### src/rtl/cal_alarm_pkg.sv
package cal_alarm_pkg;
  localparam int N_FIELDS  = 6;
  localparam int FIELD_IDX = 8;   // seconds at 8 ... month at 13
  localparam int CTRL_IDX  = 14;
  localparam int FLAG_BIT  = 0;
  localparam int IE_BIT    = 3;

  typedef enum int {
    F_SEC = 0, F_MIN = 1, F_HOUR = 2, F_WDAY = 3, F_MDAY = 4, F_MONTH = 5
  } field_e;
endpackage

### src/rtl/cal_alarm_field.sv
module cal_alarm_field #(
  parameter int DATA_W = 8
) (
  input  logic              clk,
  input  logic              rst_n,
  input  logic              wr_en,
  input  logic [DATA_W-1:0] wdata,
  input  logic [DATA_W-2:0] cur_val,
  output logic [DATA_W-1:0] cfg_q,
  output logic              enabled,
  output logic              hit
);
  logic [DATA_W-1:0] cfg_d;

  always_comb begin
    cfg_d = cfg_q;
    if (wr_en) cfg_d = wdata;
  end

  always_ff @(posedge clk or negedge rst_n) begin
    if (!rst_n) cfg_q <= '0;
    else        cfg_q <= cfg_d;
  end

  assign enabled = cfg_q[DATA_W-1];
  assign hit     = !enabled || (cfg_q[DATA_W-2:0] == cur_val);

  assert_field_load_R2: assert property (@(posedge clk) disable iff (!rst_n)
    wr_en |=> cfg_q == $past(wdata));

  assert_field_hold_R2: assert property (@(posedge clk) disable iff (!rst_n)
    !wr_en |=> $stable(cfg_q));
endmodule

### src/rtl/cal_alarm_ctrl.sv
module cal_alarm_ctrl
  import cal_alarm_pkg::*;
#(
  parameter int DATA_W = 8
) (
  input  logic              clk,
  input  logic              rst_n,
  input  logic              tick,
  input  logic              match,
  input  logic              ctrl_we,
  input  logic [DATA_W-1:0] wdata,
  output logic              flag_q,
  output logic              ie_q,
  output logic              irq
);
  logic flag_d, ie_d, fire;

  assign fire = tick && match;

  always_comb begin
    flag_d = flag_q;
    ie_d   = ie_q;
    if (ctrl_we) begin
      ie_d = wdata[IE_BIT];
      if (!wdata[FLAG_BIT]) flag_d = 1'b0;
    end
    if (fire) flag_d = 1'b1;  // a hardware event beats a software clear
  end

  always_ff @(posedge clk or negedge rst_n) begin
    if (!rst_n) begin
      flag_q <= 1'b0;
      ie_q   <= 1'b0;
    end else begin
      flag_q <= flag_d;
      ie_q   <= ie_d;
    end
  end

  assign irq = flag_q && ie_q;

  assert_flag_set_R6: assert property (@(posedge clk) disable iff (!rst_n)
    (tick && match) |=> flag_q);

  assert_flag_source_R6: assert property (@(posedge clk) disable iff (!rst_n)
    $rose(flag_q) |-> $past(tick && match));

  assert_flag_sticky_R8: assert property (@(posedge clk) disable iff (!rst_n)
    (flag_q && !ctrl_we) |=> flag_q);

  assert_flag_clear_R8: assert property (@(posedge clk) disable iff (!rst_n)
    (ctrl_we && !wdata[FLAG_BIT] && !(tick && match)) |=> !flag_q);
endmodule

### src/rtl/cal_alarm_unit.sv
module cal_alarm_unit
  import cal_alarm_pkg::*;
#(
  parameter int DATA_W = 8,
  parameter int ADDR_W = 4
) (
  input  logic              clk,
  input  logic              rst_n,
  input  logic              sec_tick,
  input  logic [DATA_W-2:0] cal_sec,
  input  logic [DATA_W-2:0] cal_min,
  input  logic [DATA_W-2:0] cal_hour,
  input  logic [DATA_W-2:0] cal_wday,
  input  logic [DATA_W-2:0] cal_mday,
  input  logic [DATA_W-2:0] cal_month,
  input  logic              reg_we,
  input  logic [ADDR_W-1:0] reg_addr,
  input  logic [DATA_W-1:0] reg_wdata,
  output logic [DATA_W-1:0] reg_rdata,
  output logic              alarm_flag,
  output logic              alarm_irq
);
  logic [DATA_W-2:0] cal_vec [N_FIELDS];
  logic [DATA_W-1:0] cfg_vec [N_FIELDS];
  logic [N_FIELDS-1:0] en_vec, hit_vec;
  logic match_all, ctrl_we, ie;

  assign cal_vec[F_SEC]   = cal_sec;
  assign cal_vec[F_MIN]   = cal_min;
  assign cal_vec[F_HOUR]  = cal_hour;
  assign cal_vec[F_WDAY]  = cal_wday;
  assign cal_vec[F_MDAY]  = cal_mday;
  assign cal_vec[F_MONTH] = cal_month;

  for (genvar g = 0; g < N_FIELDS; g++) begin : g_field
    logic sel_we;
    assign sel_we = reg_we && (reg_addr == ADDR_W'(FIELD_IDX + g));
    cal_alarm_field #(.DATA_W(DATA_W)) u_field (
      .clk     (clk),
      .rst_n   (rst_n),
      .wr_en   (sel_we),
      .wdata   (reg_wdata),
      .cur_val (cal_vec[g]),
      .cfg_q   (cfg_vec[g]),
      .enabled (en_vec[g]),
      .hit     (hit_vec[g])
    );
  end

  // at least one enabled field, and every enabled field equal
  assign match_all = (|en_vec) && (&hit_vec);
  assign ctrl_we   = reg_we && (reg_addr == ADDR_W'(CTRL_IDX));

  cal_alarm_ctrl #(.DATA_W(DATA_W)) u_ctrl (
    .clk     (clk),
    .rst_n   (rst_n),
    .tick    (sec_tick),
    .match   (match_all),
    .ctrl_we (ctrl_we),
    .wdata   (reg_wdata),
    .flag_q  (alarm_flag),
    .ie_q    (ie),
    .irq     (alarm_irq)
  );

  always_comb begin
    reg_rdata = '0;
    for (int i = 0; i < N_FIELDS; i++)
      if (reg_addr == ADDR_W'(FIELD_IDX + i)) reg_rdata = cfg_vec[i];
    if (reg_addr == ADDR_W'(CTRL_IDX)) begin
      reg_rdata[FLAG_BIT] = alarm_flag;
      reg_rdata[IE_BIT]   = ie;
    end
  end

  assert_no_fields_R7: assert property (@(posedge clk) disable iff (!rst_n)
    (en_vec == '0 && !alarm_flag) |=> !alarm_flag);

  assert_irq_level_R9: assert property (@(posedge clk) disable iff (!rst_n)
    (alarm_irq && !reg_we) |=> alarm_irq);
endmodule

### config.mk
export PLATFORM = sky130hd
export DESIGN_NAME = cal_alarm_unit
export DESIGN_NICKNAME = d
export VERILOG_FILES = /design/src/rtl/cal_alarm_pkg.sv /design/src/rtl/cal_alarm_field.sv /design/src/rtl/cal_alarm_ctrl.sv /design/src/rtl/cal_alarm_unit.sv
export SDC_FILE = /design/constraint.sdc
export NUM_CORES = 1
export LEC_CHECK = 0
export BUFFER_PORTS_ARGS = -buffer_cell sky130_fd_sc_hd__buf_2
export CORE_MARGIN = 3
export CORE_UTILIZATION = 51
export CTS_CLUSTER_DIAMETER = 150
export DETAILED_ROUTE_END_ITERATION = 10
export PLACE_DENSITY_LB_ADDON = 0.3
export SLEW_MARGIN = 0
export SYNTH_ARGS = -nofsm -noshare
export SYNTH_HDL_FRONTEND = slang
export SYNTH_SLANG_ARGS = --single-unit
### constraint.sdc
create_clock -name clk -period 3.9 [get_ports clk]
set_input_delay 0.39 -clock clk [delete_from_list [all_inputs] [get_ports clk]]
set_output_delay 0.39 -clock clk [all_outputs]
set_load 0.005 [all_outputs]
==> summary.md, run 1 <==
| Metric | Value |
|---|---|
| Status | `finished clean` |
| Crit path kind | `primary input to output port` |
| Post-CTS Setup Inserts | `0` |
| Buf/Inv on CP | `3` |
| Hold Vio Cnt, Final | `0` |
| Nets | `339` |
| Largest cells by area after synthesis | `dfrtp_1 45%, mux2_2 16%, xnor2_1 8.4%` |
| Cell taking the most area after synthesis | `dfrtp_1` |
| Post-CTS Resized | `0` |
| Hold WS | `0.288 ns` |
| Num CTS Buffers | `5` |
| Commonest non-fill, non-tap cell in the layout | `buf_2` |
| Largest net degree at the start of global routing | `51` |
| Max_slew headroom | `25.3%` |
| Most frequent CP cell | `buf_2` |
| Die area | `0.00642 mm^2` |
| Initial antenna violation count | `0` |
| Crit end category | `output port` |
| Seq/Total Area, Yosys | `44.7%` |
| Synthesized area | `0.00280 mm^2` |
| Critical path startpoint category | `primary input` |
| CP delay by family, top | `multiplexers` |
| Synthesized Nets | `269` |
| Yosys top cell area share | `44.7%` |
| Port Buffers | `67` |
| Area Overhead vs Synth | `18.9%` |
| Cells after Synth | `211` |
| Most frequent cells in the layout | `67 x buf_2, 50 x dfrtp_1, 41 x mux2_2` |
| Slowest stage delay, CP | `~0.6 ns` |
| CP max-delay cell | `mux4_2` |
| Vias in the first global route | `between 1500 and 2000` |
| Setup TNS | `0 ns` |
| Max-cap violations | `0` |
| Number of library cell types mapped by synthesis | `31` |
| First-pass GRT wire length | `10.3 mm` |
| Final Max Tran Viols | `0` |
| Maximum VDD drop | `251 uV` |
| Syn Area/Cell | `about 13 um^2` |
| Dpl hpwl | `4.96 mm` |
| Crit path from | `reg_addr[0]` |
| Row cnt | `26` |
| Fin crit share | `58.6%` |
| Fmax | `~440 MHz` |
| Starting density of the core | `approximately 54%` |
| Clk_skew | `~0.0074 ns` |
| Share of cells above drive strength 1 | `50.0%` |
| Fin crit period | `between 2 and 2.5 ns` |
| Synth Register Bits | `50` |
| CTS Sinks | `50` |
| Tot GR Track Use | `21.9%` |
| CP Capture Point | `reg_rdata[2]` |
| PwrDens | `489 mW/mm^2` |
| Clock slew at reported path FFs | `0.09 ns` |
| Core footprint | `0.00520 mm^2` |
| R2R Path End | `u_ctrl.flag_q` |
| FILL cells | `around 450` |
| Clock root buffer | `clkbuf_8` |
| Placed cell count | `344` |
| HP Class | `primary input to asynchronous set/reset pin` |
| First-pass iteration count of the detailed router | `4` |
| Antenna viol nets, final | `0` |
| Vias per inst | `5.61` |
| Setup violators final | `0` |
| Yosys Warn Count | `0` |
| Crit path cell chain | `buf_2 -> mux4_2 -> a222oi_1 -> inv_1 -> buf_2` |
| Flop2flop setup slack | `roughly 2.3 ns` |
| CTS Hold Bufs | `0` |
| # diodes | `0` |
| FF-to-FF Start | `g_field[1].u_field.cfg_q[4]` |
| Leak pwr | `between 1.5 and 2 nW` |
| Gpl congestion | `0.828` |
| Critical path fanouts, max | `14` |
| WP depth | `5` |
| Iteration-0 DRC count of the detailed router | `135` |
| Crit path required time | `3.51 ns` |
| Worst Max-Slew Pin Slew | `approximately 1.1 ns` |
| CP arrival | `1.90 ns` |
| Wirelength, routed | `6.54 mm` |
| CTS H-tree lvls | `2` |
| CTS tree | `built` |
| WL per Instance | `18.6 um` |
| RSZ-0062 raised after global routing | `no` |
| Clock Tree Buf Depth | `2` |
| Die Span Y | `approximately 80 um` |
| Finished Layout Cells | `352` |
| Via count | `1974` |
| Skew-Pair Late Insertion Delay | `roughly 0.30 ns` |
| Global route total overflow | `0` |
| Die Wd | `80.1 um` |
| FF-to-FF path depth | `5` |
| I/O pin total | `68` |
| Remaining DRCs | `0` |
state kept, by name, summed over array words and instances, names as in the netlist:
signal / cells
g_field.u_field.cfg_q: 48
u_ctrl.flag_q: 1
u_ctrl.ie_q: 1
kinds of logic (layout without fill, tap and decap cells):
| family | count (synthesis) | after routing | synth area share [%] |
|---|---|---|---|
| xor gates and xnor gates | 42 | 42 | 13.1 |
| and+or+nand+nor | 33 | 33 | 7.01 |
| DFF | 50 | 50 | 44.7 |
| AOI/OAI and AO/OA | 17 | 17 | 5.23 |
| buffers and inverters | 10 | 81 | 2.05 |
| muxes | 59 | 59 | 27.9 |
report_power, final:
group | internal, W | switching, W | leakage [nW]
registers | 0.000640 | 0.000117 | 0.611
logic | 0.000258 | 0.000166 | 0.842
clock network | 0.000274 | 0.000172 | 0.0714
metrics by stage:
step	utilization [%]	instance area [um^2]	power [W]	worst slack, ns
2_1_floorplan	-	2800	0.00104	2.13
3_3_place_gp	61.3	3190	0.00118	1.63
3_5_place_dp	61.3	3190	0.00119	1.62
4_1_cts	64.0	3330	0.00164	1.61
5_1_grt	64.0	3330	0.00172	1.50
6_report	64.0	3330	0.00163	1.61
worst min-delay path by stage:
| stage | startpoint | depth (start not counted) | slack [ns] | endpoint |
|---|---|---|---|---|
| after floorplan | rst_n | 0 | 0.09 | g_field[0].u_field.cfg_q[0] |
| after global placement | u_ctrl.ie_q | 1 | 0.51 | u_ctrl.ie_q |
| after detailed placement | u_ctrl.ie_q | 1 | 0.52 | u_ctrl.ie_q |
| after CTS | rst_n | 1 | 0.33 | g_field[5].u_field.cfg_q[1] |
| after global routing | rst_n | 1 | 0.37 | g_field[5].u_field.cfg_q[1] |
| final | rst_n | 1 | 0.29 | g_field[5].u_field.cfg_q[1] |
cells in the mapped netlist, drive strengths merged:
| library cell | n |
|---|---|
| a222oi | 5 |
| a22o | 3 |
| and2 | 1 |
| buf | 4 |
| dfrtp | 50 |
| inv | 6 |
| mux2 | 49 |
| mux2i | 2 |
| mux4 | 8 |
| nand2 | 11 |
| nand2b | 2 |
| nand3 | 1 |
| nand4 | 8 |
| nor2 | 6 |
| nor2b | 1 |
| nor3 | 1 |
| o21ai | 2 |
| o22ai | 1 |
| o32ai | 1 |
| o41ai | 5 |
| or3 | 1 |
| or4 | 1 |
| xnor2 | 27 |
| xor2 | 15 |
area by class of cell:
type / instances / area [um^2] / share of cell area, %
timing repair buffer: 67 / 335 / 10.1
clock buffer: 6 / 82.6 / 2.48
sequential: 50 / 1250 / 37.6
multi-input combinational: 151 / 1490 / 44.8
tap: 70 / 87.6 / 2.63
clock inverter: 2 / 60.1 / 1.80
inverter: 6 / 22.5 / 0.676
layer usage:
layer  wire length (um)  GRT usage (%)  vias up
li1                   -              -      922
met1               3080           32.5      960
met2               2960           32.3       80
met3                382           4.48       12
met4                123           6.59        0
met5                  0              0        -
(Power assumes the default switching activity.)
==> inputs of run 2 (changes only) <==
--- a/config.mk
+++ b/config.mk
@@ -7,7 +7,7 @@
 export LEC_CHECK = 0
 export BUFFER_PORTS_ARGS = -buffer_cell sky130_fd_sc_hd__buf_2
 export CORE_MARGIN = 3
-export CORE_UTILIZATION = 51
+export CORE_UTILIZATION = 48
 export CTS_CLUSTER_DIAMETER = 150
 export DETAILED_ROUTE_END_ITERATION = 10
 export PLACE_DENSITY_LB_ADDON = 0.3
==> constraint.sdc (replaced) <==
create_clock -name clk -period 2.1 [get_ports clk]
set_input_delay 0.21 -clock clk [delete_from_list [all_inputs] [get_ports clk]]
set_output_delay 0.21 -clock clk [all_outputs]
set_load 0.005 [all_outputs]
==> summary.md, run 2 (synthesized netlist as in run 1, its figures left out) <==
| Metric | Value |
|---|---|
| Vias in the first global route | `2003` |
| Fmax | `~520 MHz` |
| Met1 Resource Use GR | `29.7%` |
| Hold WS | `0.204 ns` |
| Row cnt | `27` |
| Critical path fanouts, max | `3` |
| Max reg flops | `48` |
| Port Buffers | `67` |
| Clock root buffer | `clkbuf_8` |
| Skew-Pair Late Insertion Delay | `0.30 ns` |
| Crit path required time | `1.89 ns` |
| Crit path kind | `register to output port` |
| RSZ-0062 raised after global routing | `no` |
| Initial antenna violation count | `0` |
| CP max-delay cell | `mux4_2` |
| Vias per inst | `5.50` |
| HP Class | `primary input to register` |
| Max-cap violations | `0` |
| Core footprint | `0.00557 mm^2` |
| Setup violators final | `0` |
| Routing usage on met3 | `3.80%` |
| Largest net degree at the start of global routing | `51` |
| FILL cells | `466` |
| Fin crit period | `1.94 ns` |
| Clock Tree Buf Depth | `2` |
| Max_slew headroom | `63.7%` |
| Gpl congestion | `0.859` |
| Fin crit share | `92.3%` |
| Clock slew at reported path FFs | `~0.090 ns` |
| Crit end category | `output port` |
| M2 GR Usage | `34.0%` |
| Crit path cell chain | `mux4_2 -> inv_1 -> o32ai_1 -> a22o_2 -> buf_2` |
| Share of cells above drive strength 1 | `between 50% and 60%` |
| PwrDens | `between 800 and 900 mW/mm^2` |
| Via count | `1973` |
| Post-place instance area | `0.00323 mm^2` |
| WL per Instance | `18.5 um` |
| I/O pin total | `68` |
| Final Max Tran Viols | `0` |
| Multi-input logic area | `0.00149 mm^2` |
| Wirelength, routed | `6.65 mm` |
| Num CTS Buffers | `5` |
| Dpl hpwl | `between 5 and 6 mm` |
| Starting density of the core | `50.3%` |
| Top flop regs | `g_field.u_field.cfg_q (48), u_ctrl.flag_q (1), u_ctrl.ie_q (1)` |
| Antenna viol nets, final | `0` |
| Slowest stage delay, CP | `0.46 ns` |
| Remaining DRCs | `0` |
| Sequential cell area | `0.00125 mm^2` |
| Area Overhead vs Synth | `19.7%` |
| CTS Sinks | `50` |
| Maximum VDD drop | `395 uV` |
| Critical path startpoint category | `register` |
| First-pass GRT wire length | `10.5 mm` |
| Die Wd | `a little over 80 um` |
| Leak pwr | `1.54 nW` |
| Global route total overflow | `0` |
| Worst Max-Slew Pin Slew | `0.544 ns` |
| Cell area after layout | `0.00335 mm^2` |
| Iteration-0 DRC count of the detailed router | `between 100 and 150` |
| Nets | `around 340` |
| GR peak layer | `met2` |
| Clk_skew | `0.00721 ns` |
| Setup TNS | `0 ns` |
| Hold Vio Cnt, Final | `0` |
| Status | `finished clean` |
| # diodes | `0` |
| CTS H-tree lvls | `2` |
| Commonest non-fill, non-tap cell in the layout | `buf_2` |
| Die Span Y | `82.4 um` |
| Most frequent cells in the layout | `67 x buf_2, 50 x dfrtp_1, 41 x mux2_2` |
| Die area | `about 0.0068 mm^2` |
| First-pass iteration count of the detailed router | `6` |
| Tot GR Track Use | `a little over a fifth` |
| CP arrival | `1.73 ns` |
| CTS tree | `built` |
| Most flops, register | `g_field.u_field.cfg_q` |
-- run 2: cell types whose count changed in the layout (fill, tap and decap cells not counted) --
cell | before | now
buf_12 | 0 | 1
bufinv_16 | 2 | 1
clkbuf_8 | 6 | 5
dlygate4sd3_1 | 0 | 1
buf_4 | 0 | 3
clkinv_2 | 0 | 2
-- run 2: cell type report --
| type | count | area share [%] |
|---|---|---|
| Tap cell | 72 | 2.69 |
| Inverter | 6 | 0.672 |
| Clock buffer | 5 | 2.05 |
| Multi-Input combinational cell | 151 | 44.5 |
| Timing Repair Buffer | 72 | 11.6 |
| Sequential cell | 50 | 37.3 |
| Clock inverter | 3 | 1.19 |
-- run 2: what timing repair did --
item                                   CTS  global route
hold buffers                             1             0
endpoints found under the hold margin   50             0
resized for setup                        0             0
buffers inserted                         0             0
-- run 2: worst max-delay path: cells and delay by family, from the launching register on --
family | cells | cell delay (ns)
muxes | 1 | 0.46
AOI/OAI and AO/OA | 2 | 0.35
DFF | 1 | 0.42
buffers and inverters | 2 | 0.18
-- run 2: final timing paths --
kind | slack [ns] | depth (start not counted) | from | to
worst max-delay path | 0.16 | 5 | g_field[2].u_field.cfg_q[6] | reg_rdata[6]
worst min-delay path | 0.20 | 3 | sec_tick | u_ctrl.flag_q
worst max register to register | 0.49 | 5 | g_field[4].u_field.cfg_q[5] | u_ctrl.flag_q
worst min register to register | 0.53 | 1 | u_ctrl.ie_q | u_ctrl.ie_q
max in group asynchronous | 1.45 | 3 | rst_n | g_field[1].u_field.cfg_q[7]
min in group asynchronous | 0.41 | 3 | rst_n | g_field[5].u_field.cfg_q[1]
-- run 2: power breakdown --
part           switching (W)  internal, W
Sequential          0.000224      0.00119
Combinational       0.000314     0.000487
Clock               0.000324     0.000351
Total               0.000862      0.00203
-- run 2: layer usage --
metal / up-vias / share of wire [%]
met5: - / 0
met4: 0 / 1.7
met3: 9 / 6.2
met2: 75 / 47
met1: 959 / 45
li1: 930 / -
-- run 2: stage by stage --
step / power (W) / worst slack [ns] / utilization (%) / std cells
2_1_floorplan: 0.00192 / 0.681 / - / 211
3_3_place_gp: 0.00220 / 0.253 / 58.0 / 350
3_5_place_dp: 0.00223 / 0.247 / 58.0 / 350
4_1_cts: 0.00290 / 0.154 / 60.2 / 359
5_1_grt: 0.00304 / 0.0127 / 60.2 / 359
6_report: 0.00289 / 0.161 / 60.2 / 359
